### config.mk
export PLATFORM = sky130hd
export DESIGN_NAME = cpu_clk_seq
export DESIGN_NICKNAME = d
export VERILOG_FILES = /design/src/rtl/clk_seq_pkg.sv /design/src/rtl/clk_seq_classify.sv /design/src/rtl/clk_seq_lock_wait.sv /design/src/rtl/cpu_clk_seq.sv
export SDC_FILE = /design/constraint.sdc
export NUM_CORES = 1
export LEC_CHECK = 0
export CORE_MARGIN = 2
export CORE_UTILIZATION = 47
export CTS_CLUSTER_DIAMETER = 120
export DETAILED_ROUTE_END_ITERATION = 8
export HOLD_SLACK_MARGIN = 0.08
export PLACE_DENSITY = 0.75
export SLEW_MARGIN = 0
export SYNTH_ARGS = -nofsm -noshare
export SYNTH_HDL_FRONTEND = slang
export SYNTH_SLANG_ARGS = --single-unit
### constraint.sdc
create_clock -name clk -period 2.1 [get_ports clk]
set_clock_uncertainty 0.15 [all_clocks]
set_input_delay 0.315 -clock clk [delete_from_list [all_inputs] [get_ports clk]]
set_output_delay 0.315 -clock clk [all_outputs]
set_load 0.05 [all_outputs]
### src/rtl/clk_seq_pkg.sv
package clk_seq_pkg;

  typedef enum logic [2:0] {
    ST_IDLE,
    ST_PARK_ALT,
    ST_PROGRAM,
    ST_WAIT_LOCK,
    ST_SELECT_PATH,
    ST_DONE
  } seq_state_e;

  // primary mux input codes
  localparam logic [1:0] PSEL_SECONDARY = 2'd0;
  localparam logic [1:0] PSEL_PLL_DIRECT = 2'd1;
  localparam logic [1:0] PSEL_ALT_PLL    = 2'd3;

  // secondary mux input codes
  localparam logic SSEL_XTAL     = 1'b0;
  localparam logic SSEL_PLL_HALF = 1'b1;

endpackage

### src/rtl/clk_seq_classify.sv
module clk_seq_classify #(
  parameter int FREQ_W    = 12,
  parameter int F_LOW_MIN = 300,
  parameter int F_VCO_MIN = 600,
  parameter int F_VCO_MAX = 3000
) (
  input  logic [FREQ_W-1:0] req_mhz,
  output logic              in_range,
  output logic              half_band,
  output logic [FREQ_W-1:0] pll_mhz
);

  localparam logic [FREQ_W-1:0] LOW_MIN = FREQ_W'(F_LOW_MIN);
  localparam logic [FREQ_W-1:0] VCO_MIN = FREQ_W'(F_VCO_MIN);
  localparam logic [FREQ_W-1:0] VCO_MAX = FREQ_W'(F_VCO_MAX);

  always_comb begin
    in_range  = (req_mhz >= LOW_MIN) && (req_mhz <= VCO_MAX);
    half_band = (req_mhz <= VCO_MIN);
    // below the VCO floor the PLL runs at twice the target
    pll_mhz   = half_band ? {req_mhz[FREQ_W-2:0], 1'b0} : req_mhz;
  end

endmodule

### src/rtl/clk_seq_lock_wait.sv
module clk_seq_lock_wait #(
  parameter int TIMEOUT     = 256,
  parameter int SYNC_STAGES = 2
) (
  input  logic clk,
  input  logic rst,
  input  logic start,
  input  logic active,
  input  logic lock_raw,
  output logic locked,
  output logic expired
);

  localparam int BLANK = SYNC_STAGES + 1;
  localparam int CNT_W = $clog2(TIMEOUT + 1);
  localparam logic [CNT_W-1:0] LAST = CNT_W'(TIMEOUT - 1);

  logic             lock_s;
  logic [CNT_W-1:0] cnt;

  generate
    if (SYNC_STAGES == 0) begin : g_nosync
      assign lock_s = lock_raw;
    end else begin : g_sync
      logic [SYNC_STAGES-1:0] sh;
      always_ff @(posedge clk) begin
        if (rst) begin
          sh <= '0;
        end else begin
          sh[0] <= lock_raw;
          for (int i = 1; i < SYNC_STAGES; i++) sh[i] <= sh[i-1];
        end
      end
      assign lock_s = sh[SYNC_STAGES-1];
    end
  endgenerate

  always_ff @(posedge clk) begin
    if (rst || start) begin
      cnt <= '0;
    end else if (active && (cnt != LAST)) begin
      cnt <= cnt + 1'b1;
    end
  end

  // lock is trusted only after the stale value has left the synchroniser
  assign locked  = active && lock_s && (cnt >= CNT_W'(BLANK));
  assign expired = active && !locked && (cnt == LAST);

endmodule

### src/rtl/cpu_clk_seq.sv
module cpu_clk_seq
  import clk_seq_pkg::*;
#(
  parameter int FREQ_W       = 12,
  parameter int F_LOW_MIN    = 300,
  parameter int F_VCO_MIN    = 600,
  parameter int F_VCO_MAX    = 3000,
  parameter int LOCK_TIMEOUT = 256,
  parameter int LOCK_SYNC    = 2
) (
  input  logic              clk,
  input  logic              rst,
  input  logic              req_valid,
  input  logic [FREQ_W-1:0] req_mhz,
  output logic              req_ready,
  output logic              req_ack,
  output logic              req_err,
  output logic              pll_prog_valid,
  output logic [FREQ_W-1:0] pll_prog_mhz,
  input  logic              pll_lock,
  output logic              sec_sel,
  output logic [1:0]        pri_sel
);

  seq_state_e        state;
  logic              in_range;
  logic              half_band;
  logic [FREQ_W-1:0] cls_pll_mhz;
  logic [FREQ_W-1:0] tgt_pll_q;
  logic              half_q;
  logic              err_q;
  logic              lw_locked;
  logic              lw_expired;

  clk_seq_classify #(
    .FREQ_W   (FREQ_W),
    .F_LOW_MIN(F_LOW_MIN),
    .F_VCO_MIN(F_VCO_MIN),
    .F_VCO_MAX(F_VCO_MAX)
  ) u_classify (
    .req_mhz  (req_mhz),
    .in_range (in_range),
    .half_band(half_band),
    .pll_mhz  (cls_pll_mhz)
  );

  clk_seq_lock_wait #(
    .TIMEOUT    (LOCK_TIMEOUT),
    .SYNC_STAGES(LOCK_SYNC)
  ) u_lock_wait (
    .clk     (clk),
    .rst     (rst),
    .start   (state == ST_PROGRAM),
    .active  (state == ST_WAIT_LOCK),
    .lock_raw(pll_lock),
    .locked  (lw_locked),
    .expired (lw_expired)
  );

  always_ff @(posedge clk) begin
    if (rst) begin
      state          <= ST_IDLE;
      pri_sel        <= PSEL_SECONDARY;
      sec_sel        <= SSEL_XTAL;
      pll_prog_valid <= 1'b0;
      pll_prog_mhz   <= '0;
      tgt_pll_q      <= '0;
      half_q         <= 1'b0;
      err_q          <= 1'b0;
    end else begin
      pll_prog_valid <= 1'b0;
      unique case (state)
        ST_IDLE: begin
          if (req_valid) begin
            if (in_range) begin
              tgt_pll_q <= cls_pll_mhz;
              half_q    <= half_band;
              err_q     <= 1'b0;
              state     <= ST_PARK_ALT;
            end else begin
              err_q <= 1'b1;
              state <= ST_DONE;
            end
          end
        end
        ST_PARK_ALT: begin
          pri_sel <= PSEL_ALT_PLL;
          state   <= ST_PROGRAM;
        end
        ST_PROGRAM: begin
          pll_prog_valid <= 1'b1;
          pll_prog_mhz   <= tgt_pll_q;
          state          <= ST_WAIT_LOCK;
        end
        ST_WAIT_LOCK: begin
          if (lw_locked) begin
            // primary mux sits on the alternate PLL here, so this is safe
            sec_sel <= half_q ? SSEL_PLL_HALF : SSEL_XTAL;
            state   <= ST_SELECT_PATH;
          end else if (lw_expired) begin
            err_q <= 1'b1;
            state <= ST_DONE;
          end
        end
        ST_SELECT_PATH: begin
          pri_sel <= half_q ? PSEL_SECONDARY : PSEL_PLL_DIRECT;
          state   <= ST_DONE;
        end
        ST_DONE: begin
          state <= ST_IDLE;
        end
        default: state <= ST_IDLE;
      endcase
    end
  end

  assign req_ready = (state == ST_IDLE);
  assign req_ack   = (state == ST_DONE);
  assign req_err   = (state == ST_DONE) && err_q;

endmodule

# After elaboration in Yosys (flattened, before gate mapping)
# Index checks and enable logic that the tools add are counted.
# word_totals
out_inout_bits,19
in_bits,16
wordCells,57
register_bits,44
# op_classes
muxes,15
add_sub_neg,1
n_eq_ne,11
n_lt_le_gt_ge,4
reduce_logical,16
# op_table
op,count
one-hot mux 3 bit (5 select lines),1
>= comparator 12 x 9 -> 1 bit (second input constant),1
<= comparator 12 x 10 -> 1 bit (second input constant),1
<= comparator 12 bit (second input constant),1
two-way mux 12 bit,1
two-way mux 3 bit,4
adder 9 x 1 -> 9 bit (second input constant),1
equality test 9 x 8 -> 1 bit (second input constant),1
>= comparator 9 x 2 -> 1 bit (second input constant),1
inequality test 9 x 8 -> 1 bit (second input constant),1
logical AND 1 bit,7
two-way mux 1 bit,7
equality test 3 x 2 -> 1 bit (second input constant),2
equality test 3 bit (second input constant),2
inequality test 2 bit (second input constant),3
one-hot mux 2 bit (2 select lines),1
AND reduction 2 bit,2
AND reduction 4 bit,1
nonzero test 2 bit,2
equality test 3 x 1 -> 1 bit (second input constant),1
zero test 3 bit,1
inequality test 3 bit (second input constant),1
AND reduction 3 bit,1
one-hot mux 1 bit (2 select lines),1
other kinds (2),2

# Longest topological paths before layout
# logic_depth
depth_word,9
depth_mapped,10
mapped_depth_nobuf,9

# By module
# Synthesis repeated with hierarchy kept, for this count alone.
# unflattened
hier_cells,242
area_unflattened_um2,2185.8
# by_module_without_submodules
module,cells_each,n_inst,area_per_inst_um2,seq_area_each_um2
cpu_clk_seq,141,1,1355.0,660.6
clk_seq_lock_wait,60,1,535.5,220.2
clk_seq_classify,41,1,295.3,0.0

# Least setup slack after synthesis
# No wires, ideal clock.
# synth_timing
kind,register to register
startpoint,register state[0]
endpoint,register tgt_pll_q[7]
path_buffers,0
setup_time_ns,0.067
t_required_ns,1.883
setup_slack_ns,-0.493
stages_incl_launch_ff,6
period_less_slack_ns,2.593
arrival_ns,2.376
cell_sequence,dfxtp_1 -> nor3_1 -> and2_1 -> nand3_4 -> or3_1 -> a21oi_2
# synth_between
elab_chain_cells,2
# synth_lines
element,line,source
start: declaration,cpu_clk_seq.sv:25,seq_state_e state;
start signal: assignment,cpu_clk_seq.sv:62,state <= ST_IDLE;
start signal: assignment,cpu_clk_seq.sv:79,state <= ST_PARK_ALT;
start signal: assignment,cpu_clk_seq.sv:82,state <= ST_DONE;
zero test 3 bit,--,
named net req_ready,cpu_clk_seq.sv:15,"output logic req_ready,"
AND reduction 3 bit (no line),--,
end signal: assignment,cpu_clk_seq.sv:76,tgt_pll_q <= cls_pll_mhz;
end: declaration,cpu_clk_seq.sv:29,logic [FREQ_W-1:0] tgt_pll_q;
# The timed path passes the listed nets, and every way through them passes these cells.
# A chain may end at the register's enable or synchronous reset.

# Worst setup path after layout
# layout_timing
startpoint,register u_lock_wait.cnt[1]
endpoint,register u_lock_wait.cnt[6]
# layout_between
elab_chain_cells,2
elab_cells_between_ends,3
classes_between,add/sub (1); eq/ne (1); reduce/logical (1)
# layout_lines
element,line,source
start: declaration,clk_seq_lock_wait.sv:19,logic [CNT_W-1:0] cnt;
start signal: assignment,clk_seq_lock_wait.sv:42,cnt <= cnt + 1'b1;
"parallel branches: the longest is 2 deep, another holds adder 9 x 1 -> 9 bit",--,
# Several ways; the timed one is not identified.

==> flow_summary.toml <==
[cts]
clk_path_buf_depth = 2
cts_inserted_buffers = 5
clkSinkCount = 44
worstSkewPairLatency_ps = 290
cts_root_buffer = "sky130_fd_sc_hd__clkbuf_8"
clock_tree_from_tritoncts = "yes"
cts_hold_repair.buffers = 0
clk_pin_slew_worst_paths_ps = 80
total_number_of_h_tree_levels = 2

[logic_synthesis]
yosys_most_used_dff = "sky130_fd_sc_hd__dfxtp_1"
mappedNetlistArea_sq_um = 2030
yosysSeqAreaShare_pct = 43.4
synth.avg_cell_area_sq_um = 9.10
yosys.area_share.simple_pct = 22.3
main_combinational_cell_family_by_area_after_synthesis = "compound AO/OA/AOI/OAI gates"
synth_nets = 241
synth-async-reset-ratio_pct = 0
synth_compound_area_share_pct = 24.1
fraction_of_synthesized_cell_area_in_xor_and_xnor_cells_pct = 3.02
postSynthRegisterBits = 44
synthMuxAreaShare_pct = 2.47
synth_cells = 223
synth_fa_ha_area_share_pct = 1.23
ys_warn_count = 0
synth_edf_count = 0
synth.distinct_cells = 52

[power]
worst_ir_drop_vdd_uv = 409
p_leak_nw = 1.07
power-per-cell-area_nw_per_um2 = 720
power_mw = 2.03

[final_layout]
layout.core_utilization_pct = 69.1
sequential_standard_cell_area_sq_um = 887
multiInputGateArea_sq_um = 1120
final-instance-count-excl-fill = 336
antenna_cells_inserted = 0
finalInstanceArea_sq_um = 2830
layout-drive-gt1-share_pct = 23.4
layout_net_count = 303
synthToLayoutAreaGrowth_pct = 39.3
nFillCells = 325

[sta]
maxClockFrequency_mhz = 496
worstMarginPinSlew_ps = 833
setup_viol_count_final = 0
slew-limit-headroom_pct = 44.3
drv_slew = 0
period_needed_ps = 2020
hold-worst-slack_ps = 295
rsz_0062_raised_after_global_routing = "true"
timing_hold_violations_final = 0
timing.final.ws_setup_ps = 82.1
post-route-period-util_pct = 96.1
fin_tns_setup_ps = 0

[global_routing]
number_of_global_route_vias_before_repair = 1758
groute.usage.overall_pct = 20.3
grt_antenna_before_repair = 0
grt_start_max_net_pins = 16
first_pass_grt_wire_length_mm = 8.03
globalRoute.totalOverflow = 0

[flow_run]
drv.max_cap_violation_count = 0

[detailed_routing]
detail_route.wirelength_mm = 4.66
number_of_vias_after_detailed_routing = 1849
drt-initial-drc-count = 95
wl_per_cell_um = 13.9
drc_markers = 0
drt_pre_antenna_iters = 4
avgViaCountPerCell = 5.50
drtAntennaViolNets = 0

[status]
outcome = "completed"

[placement]
dpl-instance-area_sq_um = 2640
gp_routability_congestion = 0.899
dp.cells = 325
io_buffer_count = 34
dp_slack_ps = -239
detailedPlacementHpwl_mm = 3.40

[worst_setup_path]
worstPathMaxFanout = 4
path_cells = "ha_4 > nand3_2 > nor2_2 > ha_2 > nor4bb_2 > buf_4 > and3_4 > nand4_1 > xor2_1 > nor2_1"
setup.worst_path.end_class = "register"
crit_family = "simple AND/OR/NAND/NOR gates"
critPathSlowestCell = "sky130_fd_sc_hd__dfxtp_4"
cp_bufs_invs = 1
crit_arrival_ps = 2060
critPathRequiredTime_ps = 2140
timing.critical_path.slowest_cell_delay_ps = 360
timing_worst_setup_path_type = "reg -> reg"
worstSetupStartpointType = "register"

[floorplanning]
die_extent_in_x_um = 69.7
floorplan.initialDensity_pct = 49.6
chipHeight_um = 69.7
fp-row-count = 23
dieArea_sq_um = 4860
coreArea_sq_um = 4090
boundaryPins = 35

[hold_path]
hp-class = "reg -> reg"
==> path summary, 6_finish.rpt <==
path	startpoint	to	slack, ps	cells past startpoint
setup / recovery	u_lock_wait.cnt[1]	u_lock_wait.cnt[6]	80	10
hold / removal	u_lock_wait.g_sync.sh[0]	u_lock_wait.g_sync.sh[1]	290	1
setup reg to reg	u_lock_wait.cnt[1]	u_lock_wait.cnt[6]	80	10
hold reg to reg	u_lock_wait.g_sync.sh[0]	u_lock_wait.g_sync.sh[1]	290	1
==> placed cells by master, fill, tap and decap left out, types with 3 or more instances in the layout <==
cell,synthesis,routed
sky130_fd_sc_hd__or4_1,3,3
sky130_fd_sc_hd__nand3_1,5,4
sky130_fd_sc_hd__mux2i_1,5,5
sky130_fd_sc_hd__nor2b_1,6,6
sky130_fd_sc_hd__a21oi_1,16,16
sky130_fd_sc_hd__nand2_1,20,20
sky130_fd_sc_hd__o21ai_0,6,5
sky130_fd_sc_hd__clkbuf_8,0,5
sky130_fd_sc_hd__o31ai_1,4,4
sky130_fd_sc_hd__nand2b_1,3,3
sky130_fd_sc_hd__xnor2_1,3,3
sky130_fd_sc_hd__nor2_1,25,24
sky130_fd_sc_hd__o2bb2ai_1,4,4
sky130_fd_sc_hd__buf_4,1,37
sky130_fd_sc_hd__and2_1,4,4
sky130_fd_sc_hd__xor2_1,4,4
sky130_fd_sc_hd__dfxtp_1,44,41
sky130_fd_sc_hd__clkdlybuf4s50_1,0,31
sky130_fd_sc_hd__a22o_1,12,12
sky130_fd_sc_hd__nor3_1,5,4
==> flip-flops by register name, summed over array words and instances (netlist names) <==
signal / cells
sec_sel: 1
err_q: 1
half_q: 1
pll_prog_valid: 1
state: 3
pri_sel: 2
u_lock_wait.g_sync.sh: 2
pll_prog_mhz: 12
tgt_pll_q: 12
u_lock_wait.cnt: 9
==> Yosys cell counts (2+ instances only) <==
master,instances,area (sq um)
sky130_fd_sc_hd__o21ai_0,6,30.0
sky130_fd_sc_hd__nor3_1,5,25.0
sky130_fd_sc_hd__buf_2,2,10.0
sky130_fd_sc_hd__and2_1,4,25.0
sky130_fd_sc_hd__xor2_1,4,35.0
sky130_fd_sc_hd__a22o_1,12,105
sky130_fd_sc_hd__nor4b_1,2,17.5
sky130_fd_sc_hd__dfxtp_1,44,881
sky130_fd_sc_hd__o2bb2ai_1,4,35.0
sky130_fd_sc_hd__or3_1,2,12.5
sky130_fd_sc_hd__or4_1,3,22.5
sky130_fd_sc_hd__nand4_1,2,12.5
sky130_fd_sc_hd__a211oi_1,2,15.0
sky130_fd_sc_hd__nand2_1,20,75.1
sky130_fd_sc_hd__ha_1,2,25.0
sky130_fd_sc_hd__nor2b_1,6,37.5
sky130_fd_sc_hd__clkbuf_1,9,33.8
sky130_fd_sc_hd__o31ai_1,4,30.0
sky130_fd_sc_hd__buf_1,2,7.51
sky130_fd_sc_hd__a221oi_1,2,17.5
sky130_fd_sc_hd__a21oi_1,16,80.1
sky130_fd_sc_hd__xnor2_1,3,26.3
sky130_fd_sc_hd__mux2i_1,5,50.1
sky130_fd_sc_hd__nand3_1,5,25.0
sky130_fd_sc_hd__inv_1,2,7.51
sky130_fd_sc_hd__nor2_1,25,93.8
sky130_fd_sc_hd__nand2b_1,3,18.8
sky130_fd_sc_hd__a311oi_1,2,17.5
sky130_fd_sc_hd__and3_1,2,12.5
==> worst register-to-register path, cell delays in order (launching register included) <==
cell                       delay, ps
sky130_fd_sc_hd__dfxtp_4         360
sky130_fd_sc_hd__ha_4            170
sky130_fd_sc_hd__nand3_2          70
sky130_fd_sc_hd__nor2_2           40
sky130_fd_sc_hd__ha_2            190
sky130_fd_sc_hd__nor4bb_2        270
sky130_fd_sc_hd__buf_4           160
sky130_fd_sc_hd__and3_4          180
sky130_fd_sc_hd__nand4_1          90
sky130_fd_sc_hd__xor2_1          170
sky130_fd_sc_hd__nor2_1           60
==> report_power, final <==
part | internal [mW] | switching (mW) | total (mW)
logic | 0.202 | 0.253 | 0.455
registers | 0.885 | 0.0493 | 0.934
clock network | 0.358 | 0.286 | 0.644
total | 1.44 | 0.589 | 2.03
==> what timing repair did <==
action | 4_1_cts | 5_1_grt
setup endpoints to repair | 3 | 14
gates resized for setup | 1 | 13
pin swaps | 0 | 8
setup buffers | 1 | 3
==> area by class of cell <==
class                           count  share of cell area [%]
Clock buffer                        5                    2.44
Clock inverter                      3                    1.64
Inverter                            2                   0.266
Multi-Input combinational cell    162                    39.8
Sequential cell                    44                    31.4
Tap cell                           50                    2.21
Timing Repair Buffer               70                    22.2
==> routing by layer <==
metal  vias to the layer above  GRT usage (%)  wire length (um)  share of wire (%)
met5                         -              0                 0                  0
met4                         0           7.26                65                1.4
met3                         6           3.78               199                4.3
met2                        43           32.7              2140                 46
met1                       868           27.3              2250                 48
li1                        932              -                 -                  -
==> cells by family (layout without fill, tap and decap cells) <==
logic type	after synthesis	after routing
DFF	44	44
and+or+nand+nor	87	87
xor gates and xnor gates	7	7
adders and majority gates	2	2
AOI/OAI and AO/OA	61	61
buffers and inverters	17	80
muxes	5	5
(Power assumes the default switching activity.)
